$ cat config.mk
export PLATFORM = sky130hd
export DESIGN_NAME = burst_col_gen
export DESIGN_NICKNAME = d
export VERILOG_FILES = /design/src/rtl/bcg_pkg.sv /design/src/rtl/bcg_len_decode.sv /design/src/rtl/bcg_addr_map.sv /design/src/rtl/bcg_beat_ctr.sv /design/src/rtl/burst_col_gen.sv
export SDC_FILE = /design/constraint.sdc
export NUM_CORES = 1
export LEC_CHECK = 0
export ABC_CLOCK_PERIOD_IN_PS = 2900
export CAP_MARGIN = 0
export CORE_ASPECT_RATIO = 1.5
export CORE_UTILIZATION = 30
export DETAILED_ROUTE_END_ITERATION = 8
export PLACE_DENSITY = 0.52
export SLEW_MARGIN = 20
export SYNTH_ARGS = -nofsm -noshare
export SYNTH_HDL_FRONTEND = slang
export SYNTH_SLANG_ARGS = --single-unit
export TNS_END_PERCENT = 1
$ cat constraint.sdc
create_clock -name clk -period 2.9 [get_ports clk]
set_clock_uncertainty 0.2 [all_clocks]
set_input_delay 0.29 -clock clk [delete_from_list [all_inputs] [get_ports clk]]
set_output_delay 0.29 -clock clk [all_outputs]
set_load 0.01 [all_outputs]
$ cat src/rtl/bcg_pkg.sv
`timescale 1ns/1ps
package bcg_pkg;
  localparam int unsigned LEN_CODE_W = 3;

  typedef enum logic [LEN_CODE_W-1:0] {
    BL_ONE   = 3'b000,
    BL_TWO   = 3'b001,
    BL_FOUR  = 3'b010,
    BL_EIGHT = 3'b011,
    BL_ROW   = 3'b111
  } blen_e;
endpackage

$ cat src/rtl/bcg_len_decode.sv
`timescale 1ns/1ps
module bcg_len_decode
  import bcg_pkg::*;
#(
  parameter int unsigned COL_W = 8
) (
  input  logic [LEN_CODE_W-1:0] code_i,
  input  logic                  ilv_i,
  output logic [COL_W-1:0]      mask_o,
  output logic                  full_o,
  output logic                  rsvd_o
);
  always_comb begin
    mask_o = '0;
    full_o = 1'b0;
    rsvd_o = 1'b0;
    case (code_i)
      BL_ONE, BL_TWO, BL_FOUR, BL_EIGHT:
        mask_o = COL_W'((32'd1 << code_i) - 32'd1);
      BL_ROW: begin
        if (ilv_i) begin
          rsvd_o = 1'b1;
        end else begin
          full_o = 1'b1;
          mask_o = '1;
        end
      end
      default: rsvd_o = 1'b1;
    endcase
  end
endmodule

$ cat src/rtl/bcg_addr_map.sv
`timescale 1ns/1ps
module bcg_addr_map #(
  parameter int unsigned COL_W = 8
) (
  input  logic [COL_W-1:0] base_i,
  input  logic [COL_W-1:0] idx_i,
  input  logic [COL_W-1:0] mask_i,
  input  logic             ilv_i,
  output logic [COL_W-1:0] col_o
);
  logic [COL_W-1:0] sum;
  assign sum = base_i + idx_i;

  for (genvar b = 0; b < COL_W; b++) begin : g_bit
    assign col_o[b] = mask_i[b] ? (ilv_i ? (base_i[b] ^ idx_i[b]) : sum[b])
                                : base_i[b];
  end
endmodule

$ cat src/rtl/bcg_beat_ctr.sv
`timescale 1ns/1ps
module bcg_beat_ctr #(
  parameter int unsigned COL_W = 8
) (
  input  logic             clk,
  input  logic             rst_n,
  input  logic             load_i,
  input  logic             kill_i,
  input  logic             take_i,
  input  logic [COL_W-1:0] base_i,
  input  logic [COL_W-1:0] mask_i,
  input  logic             full_i,
  input  logic             ilv_i,
  output logic             active_o,
  output logic             last_o,
  output logic [COL_W-1:0] base_o,
  output logic [COL_W-1:0] idx_o,
  output logic [COL_W-1:0] mask_o,
  output logic             full_o,
  output logic             ilv_o
);
  logic             active_q, full_q, ilv_q;
  logic [COL_W-1:0] base_q, idx_q, mask_q;

  always_ff @(posedge clk) begin
    if (!rst_n) begin
      active_q <= 1'b0;
      full_q   <= 1'b0;
      ilv_q    <= 1'b0;
      base_q   <= '0;
      idx_q    <= '0;
      mask_q   <= '0;
    end else if (load_i) begin
      active_q <= 1'b1;
      full_q   <= full_i;
      ilv_q    <= ilv_i;
      base_q   <= base_i;
      idx_q    <= '0;
      mask_q   <= mask_i;
    end else if (kill_i) begin
      active_q <= 1'b0;
    end else if (active_q && take_i) begin
      idx_q <= idx_q + 1'b1;
      if (!full_q && (idx_q == mask_q)) active_q <= 1'b0;
    end
  end

  assign last_o   = active_q && !full_q && (idx_q == mask_q);
  assign active_o = active_q;
  assign base_o   = base_q;
  assign idx_o    = idx_q;
  assign mask_o   = mask_q;
  assign full_o   = full_q;
  assign ilv_o    = ilv_q;


  last_ends_chk: assert property (@(posedge clk) disable iff (!rst_n)
    last_o && take_i && !load_i |=> !active_q);


  stall_hold_chk: assert property (@(posedge clk) disable iff (!rst_n)
    active_q && !take_i && !load_i && !kill_i |=> active_q && $stable(idx_q));
endmodule

$ cat src/rtl/burst_col_gen.sv
`timescale 1ns/1ps
module burst_col_gen
  import bcg_pkg::*;
#(
  parameter int unsigned COL_W = 8
) (
  input  logic                  clk,
  input  logic                  rst_n,
  input  logic                  start_i,
  input  logic [COL_W-1:0]      start_col_i,
  input  logic [LEN_CODE_W-1:0] len_code_i,
  input  logic                  ilv_i,
  input  logic                  stop_i,
  input  logic                  col_ready_i,
  output logic [COL_W-1:0]      col_o,
  output logic                  col_valid_o,
  output logic                  col_last_o,
  output logic                  err_o
);
  logic [COL_W-1:0] dec_mask;
  logic             dec_full, dec_rsvd;
  logic             load, kill;
  logic [COL_W-1:0] st_base, st_idx, st_mask;
  logic             st_full, st_ilv;
  logic             err_q;

  bcg_len_decode #(.COL_W(COL_W)) dec_i (
    .code_i (len_code_i),
    .ilv_i  (ilv_i),
    .mask_o (dec_mask),
    .full_o (dec_full),
    .rsvd_o (dec_rsvd)
  );

  assign load = start_i && !dec_rsvd;
  assign kill = stop_i || (start_i && dec_rsvd);

  bcg_beat_ctr #(.COL_W(COL_W)) ctr_i (
    .clk      (clk),
    .rst_n    (rst_n),
    .load_i   (load),
    .kill_i   (kill),
    .take_i   (col_ready_i),
    .base_i   (start_col_i),
    .mask_i   (dec_mask),
    .full_i   (dec_full),
    .ilv_i    (ilv_i),
    .active_o (col_valid_o),
    .last_o   (col_last_o),
    .base_o   (st_base),
    .idx_o    (st_idx),
    .mask_o   (st_mask),
    .full_o   (st_full),
    .ilv_o    (st_ilv)
  );

  bcg_addr_map #(.COL_W(COL_W)) map_i (
    .base_i (st_base),
    .idx_i  (st_idx),
    .mask_i (st_mask),
    .ilv_i  (st_ilv),
    .col_o  (col_o)
  );

  always_ff @(posedge clk) begin
    if (!rst_n) err_q <= 1'b0;
    else        err_q <= start_i && dec_rsvd;
  end
  assign err_o = err_q;


  rsvd_quiet_chk: assert property (@(posedge clk) disable iff (!rst_n)
    err_o |-> !col_valid_o);


  stop_ends_chk: assert property (@(posedge clk) disable iff (!rst_n)
    stop_i && !start_i |=> !col_valid_o);


  first_beat_chk: assert property (@(posedge clk) disable iff (!rst_n)
    start_i && !dec_rsvd |=> col_valid_o && (col_o == $past(start_col_i)));


  row_no_last_chk: assert property (@(posedge clk) disable iff (!rst_n)
    st_full |-> !col_last_o);
endmodule

==> impl_metrics.env, run 1 <==
export IMPL_setup_viol=0
export IMPL_grt_start_max_net_pins=16
export IMPL_postCtsHoldBufs=0
export IMPL_status="finished clean"
export IMPL_initial_core_util_pct=31.2
export IMPL_syn_to_final_growth_pct=31.2
export IMPL_numCtsBuffers=3
export IMPL_diodes=0
export IMPL_core_area_sq_um=5120
export IMPL_slew_headroom_pct=73.0
export IMPL_place_gp_congestion=0.778
export IMPL_power_switching_uw=192
export IMPL_synth_nets=207
export IMPL_end_kind="output pin"
export IMPL_async_flop_share_pct=0
export IMPL_yosysSeqAreaShare_pct=35.1
export IMPL_grt_pass1_vias=1343
export IMPL_hold_slack_ns=0.282
export IMPL_final_common_cell="nand2_1"
export IMPL_ys_seq_elements=28
export IMPL_die_area_sq_um=5630
export IMPL_syn_cell_area_sq_um=1600
export IMPL_p_sw_share_pct=24.7
export IMPL_post_cts_buffers=0
export IMPL_fill_cells=560
export IMPL_cts_root_buf="clkbuf_8"
export IMPL_routed_wirelength_microns=3820
export IMPL_power_frac_clock_pct=31.5
export IMPL_yosys_warnings=0
export IMPL_ir_worst_vdd_uv=247
export IMPL_dpl_hpwl_microns=3120
export IMPL_drt_first_pass_iters=3
export IMPL_ant_nets=0
export IMPL_combPwrFrac_pct=15.9
export IMPL_route_detailed_drc=0
export IMPL_drv_cap=0
export IMPL_worst_path_max_fanout=3
export IMPL_die_w_microns=61.6
export IMPL_synth_ff_type="dfxtp_1"
export IMPL_synthCells=181
export IMPL_tightest_slew_ns=0.405
export IMPL_seq_power_share_pct=52.7
export IMPL_power_leakage_uw=0.000918
export IMPL_min_period_over_period_pct=96.4
export IMPL_synth_edf_count=0
export IMPL_h_tree_depth=1
export IMPL_clk_pin_slew_worst_paths_ns=0.10
export IMPL_hp_class="reg2reg"
export IMPL_drv_slew=0
export IMPL_drive_gt1_share_pct=13.2
export IMPL_grtUsageTotal_pct=15.5
export IMPL_r2r_cells=6
export IMPL_num_io_pins=28
export IMPL_yosys_cell_types_count=41
export IMPL_cp_start_kind="flop"
export IMPL_grt_pass1_wl_microns=6420
export IMPL_num_rows=32
export IMPL_wl_per_cell_microns=13.3
export IMPL_postSynthAreaPerCell_sq_um=8.83
export IMPL_layout_common_cells="nand2_1 (29), dfxtp_1 (28), clkdlybuf4s50_1 (24)"
export IMPL_power_density_nw_per_um2=370
export IMPL_arrival_ns=2.31
export IMPL_clk_path_buf_depth=2
export IMPL_cts_sinks=28
export IMPL_io_buffers=27
export IMPL_drt_iter0_drc=13
export IMPL_fmax_mhz=358
export IMPL_worst_hold_path_num_cells=2
export IMPL_cts_tree="yes"
export IMPL_viasPerCell=4.73
export IMPL_final_util_pct=40.9
export IMPL_crit_required_ns=2.41
export IMPL_gr_total_overflow=0
export IMPL_worst_setup_path_type="reg2out"
export IMPL_min_period_ns=2.80
export IMPL_internal_power_uw=584
export IMPL_die_h_microns=91.4
export IMPL_rsz0062_at_grt="true"
export IMPL_clk_insertion_delay_late_ns=0.28
export IMPL_vias=1363
export IMPL_antenna_found_initial=0
export IMPL_finalHoldViolations=0
export IMPL_fin_nets=247
==> flip-flops by register name, indices dropped and copies added, names as in the netlist <==
register        cells
ctr_i.ilv_o         1
ctr_i.idx_o         8
ctr_i.active_o      1
err_o               1
ctr_i.full_o        1
ctr_i.base_o        8
ctr_i.mask_o        8
==> cells by family (layout without fill, tap and decap cells) <==
family                     Yosys count  in the layout  synth area share, %
adders and majority gates            9              9                 7.52
and+or+nand+nor                     71             71                 21.2
muxes                                5              5                 3.29
buffers and inverters                9             48                 2.58
DFF                                 28             28                 35.1
AOI/OAI and AO/OA                   39             39                 19.3
xor gates and xnor gates            20             20                 11.0
==> synth_stat cells (4+ instances only) <==
cell | number | area [sq um]
xnor2_1 | 12 | 105
dfxtp_1 | 28 | 561
nand2_1 | 29 | 109
a21boi_0 | 12 | 90.1
ha_1 | 8 | 100
nor2_1 | 20 | 75.1
a21o_1 | 7 | 52.6
inv_1 | 5 | 18.8
xor2_1 | 8 | 70.1
nand3_1 | 4 | 20.0
a21oi_1 | 8 | 40.0
==> critical path, cell delays in order, from the launching register on <==
cell             delay, ns
dfxtp_1               0.35
ha_1                  0.33
a211oi_2              0.28
o32ai_2               0.16
xor2_1                0.16
mux2_2                0.28
clkdlybuf4s50_1       0.48
==> per-stage QoR <==
stage / TNS [ns] / instances / area, sq um / total power [uW] / worst slack, ns
global route: -0.00221 / 288 / 2100 / 812 / -0.00221
CTS: -0.220 / 288 / 2080 / 782 / -0.220
finish: 0 / 288 / 2100 / 777 / 0.103
global placement: -0.00300 / 284 / 2020 / 543 / -0.00300
detailed placement: -0.0604 / 284 / 2020 / 543 / -0.0604
floorplan: 0 / 181 / 1600 / 474 / 0.598
==> layout make-up <==
cell class / instances / area, sq um / share of cell area (%)
clock buffer: 4 / 55.1 / 2.63
inverter: 5 / 18.8 / 0.895
multi-input combinational: 144 / 1020 / 48.5
sequential: 28 / 561 / 26.7
tap: 68 / 85.1 / 4.06
timing repair buffer: 39 / 360 / 17.2
==> worst paths after layout <==
kind                         from  slack (ns)              end
setup / recovery   ctr_i.idx_o[1]        0.10         col_o[5]
hold / removal    ctr_i.base_o[7]        0.28  ctr_i.base_o[7]
setup reg to reg   ctr_i.idx_o[1]        0.95   ctr_i.active_o
hold reg to reg   ctr_i.base_o[7]        0.28  ctr_i.base_o[7]
==> repair_timing <==
item / in CTS / in global routing
pin swaps: 2 / 1
gates resized for setup: 3 / 4
setup endpoints to repair: 4 / 4
cloned: 0 / 0
==> power groups by stage <==
stage / clock network [uW] / registers (uW) / logic, uW
2_1_floorplan: 0 / 414 / 60.8
6_report: 245 / 409 / 123
5_1_grt: 265 / 411 / 136
4_1_cts: 248 / 409 / 125
3_5_place_dp: 0 / 418 / 125
3_3_place_gp: 0 / 418 / 125
==> per-layer routing <==
metal	vias up	track usage, %	part of all wire [%]
met4	0	5.00	1.4
met5	-	0	0
li1	707	-	-
met1	633	18.8	43
met2	19	27.2	54
met3	4	1.57	1.8
No activity file was read; power rests on OpenSTA's default activity.
==> run 2, diff against run 1 <==
--- a/config.mk
+++ b/config.mk
@@ -8,9 +8,9 @@
 export ABC_CLOCK_PERIOD_IN_PS = 2900
 export CAP_MARGIN = 0
 export CORE_ASPECT_RATIO = 1.5
-export CORE_UTILIZATION = 30
+export CORE_UTILIZATION = 25
 export DETAILED_ROUTE_END_ITERATION = 8
-export PLACE_DENSITY = 0.52
+export PLACE_DENSITY = 0.46
 export SLEW_MARGIN = 20
 export SYNTH_ARGS = -nofsm -noshare
 export SYNTH_HDL_FRONTEND = slang
==> impl_metrics.env, run 2 (synthesis results as in run 1) <==
export IMPL_setup_viol=0
export IMPL_p_sw_share_pct=23.3
export IMPL_cp_start_kind="flop"
export IMPL_power_density_nw_per_um2=400
export IMPL_register_area_sq_um=563
export IMPL_tightest_slew_ns=0.420
export IMPL_final_cells=292
export IMPL_io_buffers=27
export IMPL_routed_wirelength_microns=3880
export IMPL_vias=1356
export IMPL_dpl_hpwl_microns=3160
export IMPL_timing_rr_end="ctr_i.active_o"
export IMPL_place_gp_congestion=0.748
export IMPL_crit_required_ns=2.41
export IMPL_power_switching_uw=196
export IMPL_drv_cap=0
export IMPL_clk_insertion_delay_late_ns=0.28
export IMPL_syn_to_final_growth_pct=31.9
export IMPL_die_area_sq_um=6720
export IMPL_crit_family="buffers and inverters"
export IMPL_end_kind="output pin"
export IMPL_seq_power_share_pct=48.4
export IMPL_internal_power_uw=646
export IMPL_ir_worst_vdd_uv=150
export IMPL_reg2reg_setup_slack_ns=0.99
export IMPL_power_leakage_uw=0.000928
export IMPL_slowest_stage="clkdlybuf4s50_1"
export IMPL_power_frac_clock_pct=37.2
export IMPL_timing_rr_start="ctr_i.idx_o[1]"
export IMPL_numCtsBuffers=3
export IMPL_wl_per_cell_microns=13.3
export IMPL_startpoint="ctr_i.idx_o[1]"
export IMPL_slew_headroom_pct=71.9
export IMPL_drive_gt1_share_pct=13.8
export IMPL_cp_depth=6
export IMPL_min_period_over_period_pct=96.9
export IMPL_fmax_mhz=356
export IMPL_drv_slew=0
export IMPL_min_period_ns=2.81
export IMPL_grtUsageTotal_pct=13.4
export IMPL_drt_iter0_drc=32
export IMPL_h_tree_depth=1
export IMPL_initial_core_util_pct=25.9
export IMPL_worst_path_max_fanout=3
export IMPL_rsz0062_at_grt="false"
export IMPL_fill_cells=663
export IMPL_grt_start_max_net_pins=17
export IMPL_stdcell_area_sq_um=2110
export IMPL_grt_pass1_wl_microns=6670
export IMPL_post_cts_buffers=0
export IMPL_combPwrFrac_pct=14.4
export IMPL_r2r_cells=6
export IMPL_hold_slack_ns=0.291
export IMPL_path_cells="ha_1 > a211oi_2 > o32ai_2 > xor2_1 > mux2_2 > clkdlybuf4s50_1"
export IMPL_cts_root_buf="clkbuf_8"
export IMPL_status="finished clean"
export IMPL_fin_nets=245
export IMPL_place_area_sq_um=2010
export IMPL_viasPerCell=4.64
export IMPL_num_io_pins=28
export IMPL_die_h_microns=99.9
export IMPL_route_detailed_drc=0
export IMPL_clk_path_buf_depth=2
export IMPL_crit_path_end="col_o[5]"
export IMPL_clk_pin_slew_worst_paths_ns=0.10
export IMPL_ant_nets=0
export IMPL_dp_cells=288
export IMPL_gr_total_overflow=0
export IMPL_cts_tree="yes"
export IMPL_layout_common_cells="nand2_1 (29), dfxtp_1 (26), clkdlybuf4s50_1 (23)"
export IMPL_worst_path_buf_inv=1
export IMPL_core_area_sq_um=6170
export IMPL_die_w_microns=67.3
export IMPL_cpPeakStageDelay_ns=0.48
export IMPL_hp_class="reg2reg"
export IMPL_num_rows=35
export IMPL_setup_tns_ns=0
export IMPL_antenna_found_initial=0
export IMPL_worst_setup_path_type="reg2out"
export IMPL_multi_input_area_sq_um=1020
export IMPL_drt_first_pass_iters=4
export IMPL_diodes=0
export IMPL_arrival_ns=2.32
export IMPL_grt_pass1_vias=1384
export IMPL_cts_sinks=28
export IMPL_finalHoldViolations=0
export IMPL_final_common_cell="nand2_1"
[run 2: what timing repair did]
item                                    CTS  global route
resized for setup                         5             7
hold buffers                              0             0
pin swaps                                 0             2
endpoints found under the setup margin    4             5
[run 2: power groups by stage]
stage               clock, uW  sequential (uW)  combinational [uW]
floorplan                   0              414                60.8
CTS                       323              408                 124
finish                    313              408                 121
global placement            0              417                 123
global route              336              410                 135
detailed placement          0              417                 124
[run 2: how the worst min path moves through the flow]
stage / startpoint / endpoint / slack [ns] / cells past startpoint
after floorplan: start_col_i[2] / ctr_i.base_o[2] / 0.23 / 2
after global placement: ctr_i.full_o / ctr_i.full_o / 0.28 / 1
after detailed placement: ctr_i.base_o[0] / ctr_i.base_o[0] / 0.28 / 2
after CTS: ctr_i.base_o[0] / ctr_i.base_o[0] / 0.30 / 2
after global routing: ctr_i.base_o[1] / ctr_i.base_o[1] / 0.33 / 2
final: ctr_i.base_o[0] / ctr_i.base_o[0] / 0.29 / 2
[run 2: area by class of cell]
class	count	share of cell area (%)
Clock buffer	3	1.96
Timing Repair Buffer	37	16.3
Clock inverter	1	1.43
Inverter	5	0.891
Tap cell	74	4.39
Multi-Input combinational cell	144	48.3
Sequential cell	28	26.7
[run 2: routing by layer]
layer  routed length [microns]  GRT usage [%]  vias to the layer above  part of all wire (%)
met5                         0              0                        -                     0
met4                        56           4.42                        0                   1.4
met3                        78           1.70                        5                   2.0
met2                      2020           24.4                       22                    52
met1                      1720           15.6                      621                    44
li1                          -              -                      708                     -
[run 2: through the flow]
stage / util, % / total power (uW) / setup WS, ns
after floorplan: - / 474 / 0.598
after global placement: 32.6 / 540 / -0.00198
after detailed placement: 32.6 / 541 / -0.0207
after CTS: 34.0 / 855 / -0.205
after global routing: 34.1 / 881 / 0.00485
final: 34.1 / 842 / 0.0885
[run 2: worst min-delay path: cells and delay by family, from the launching register on]
| kind | cells | cell delay, ns |
|---|---|---|
| DFF | 1 | 0.34 |
| and+or+nand+nor | 1 | 0.05 |
| AOI/OAI and AO/OA | 1 | 0.06 |
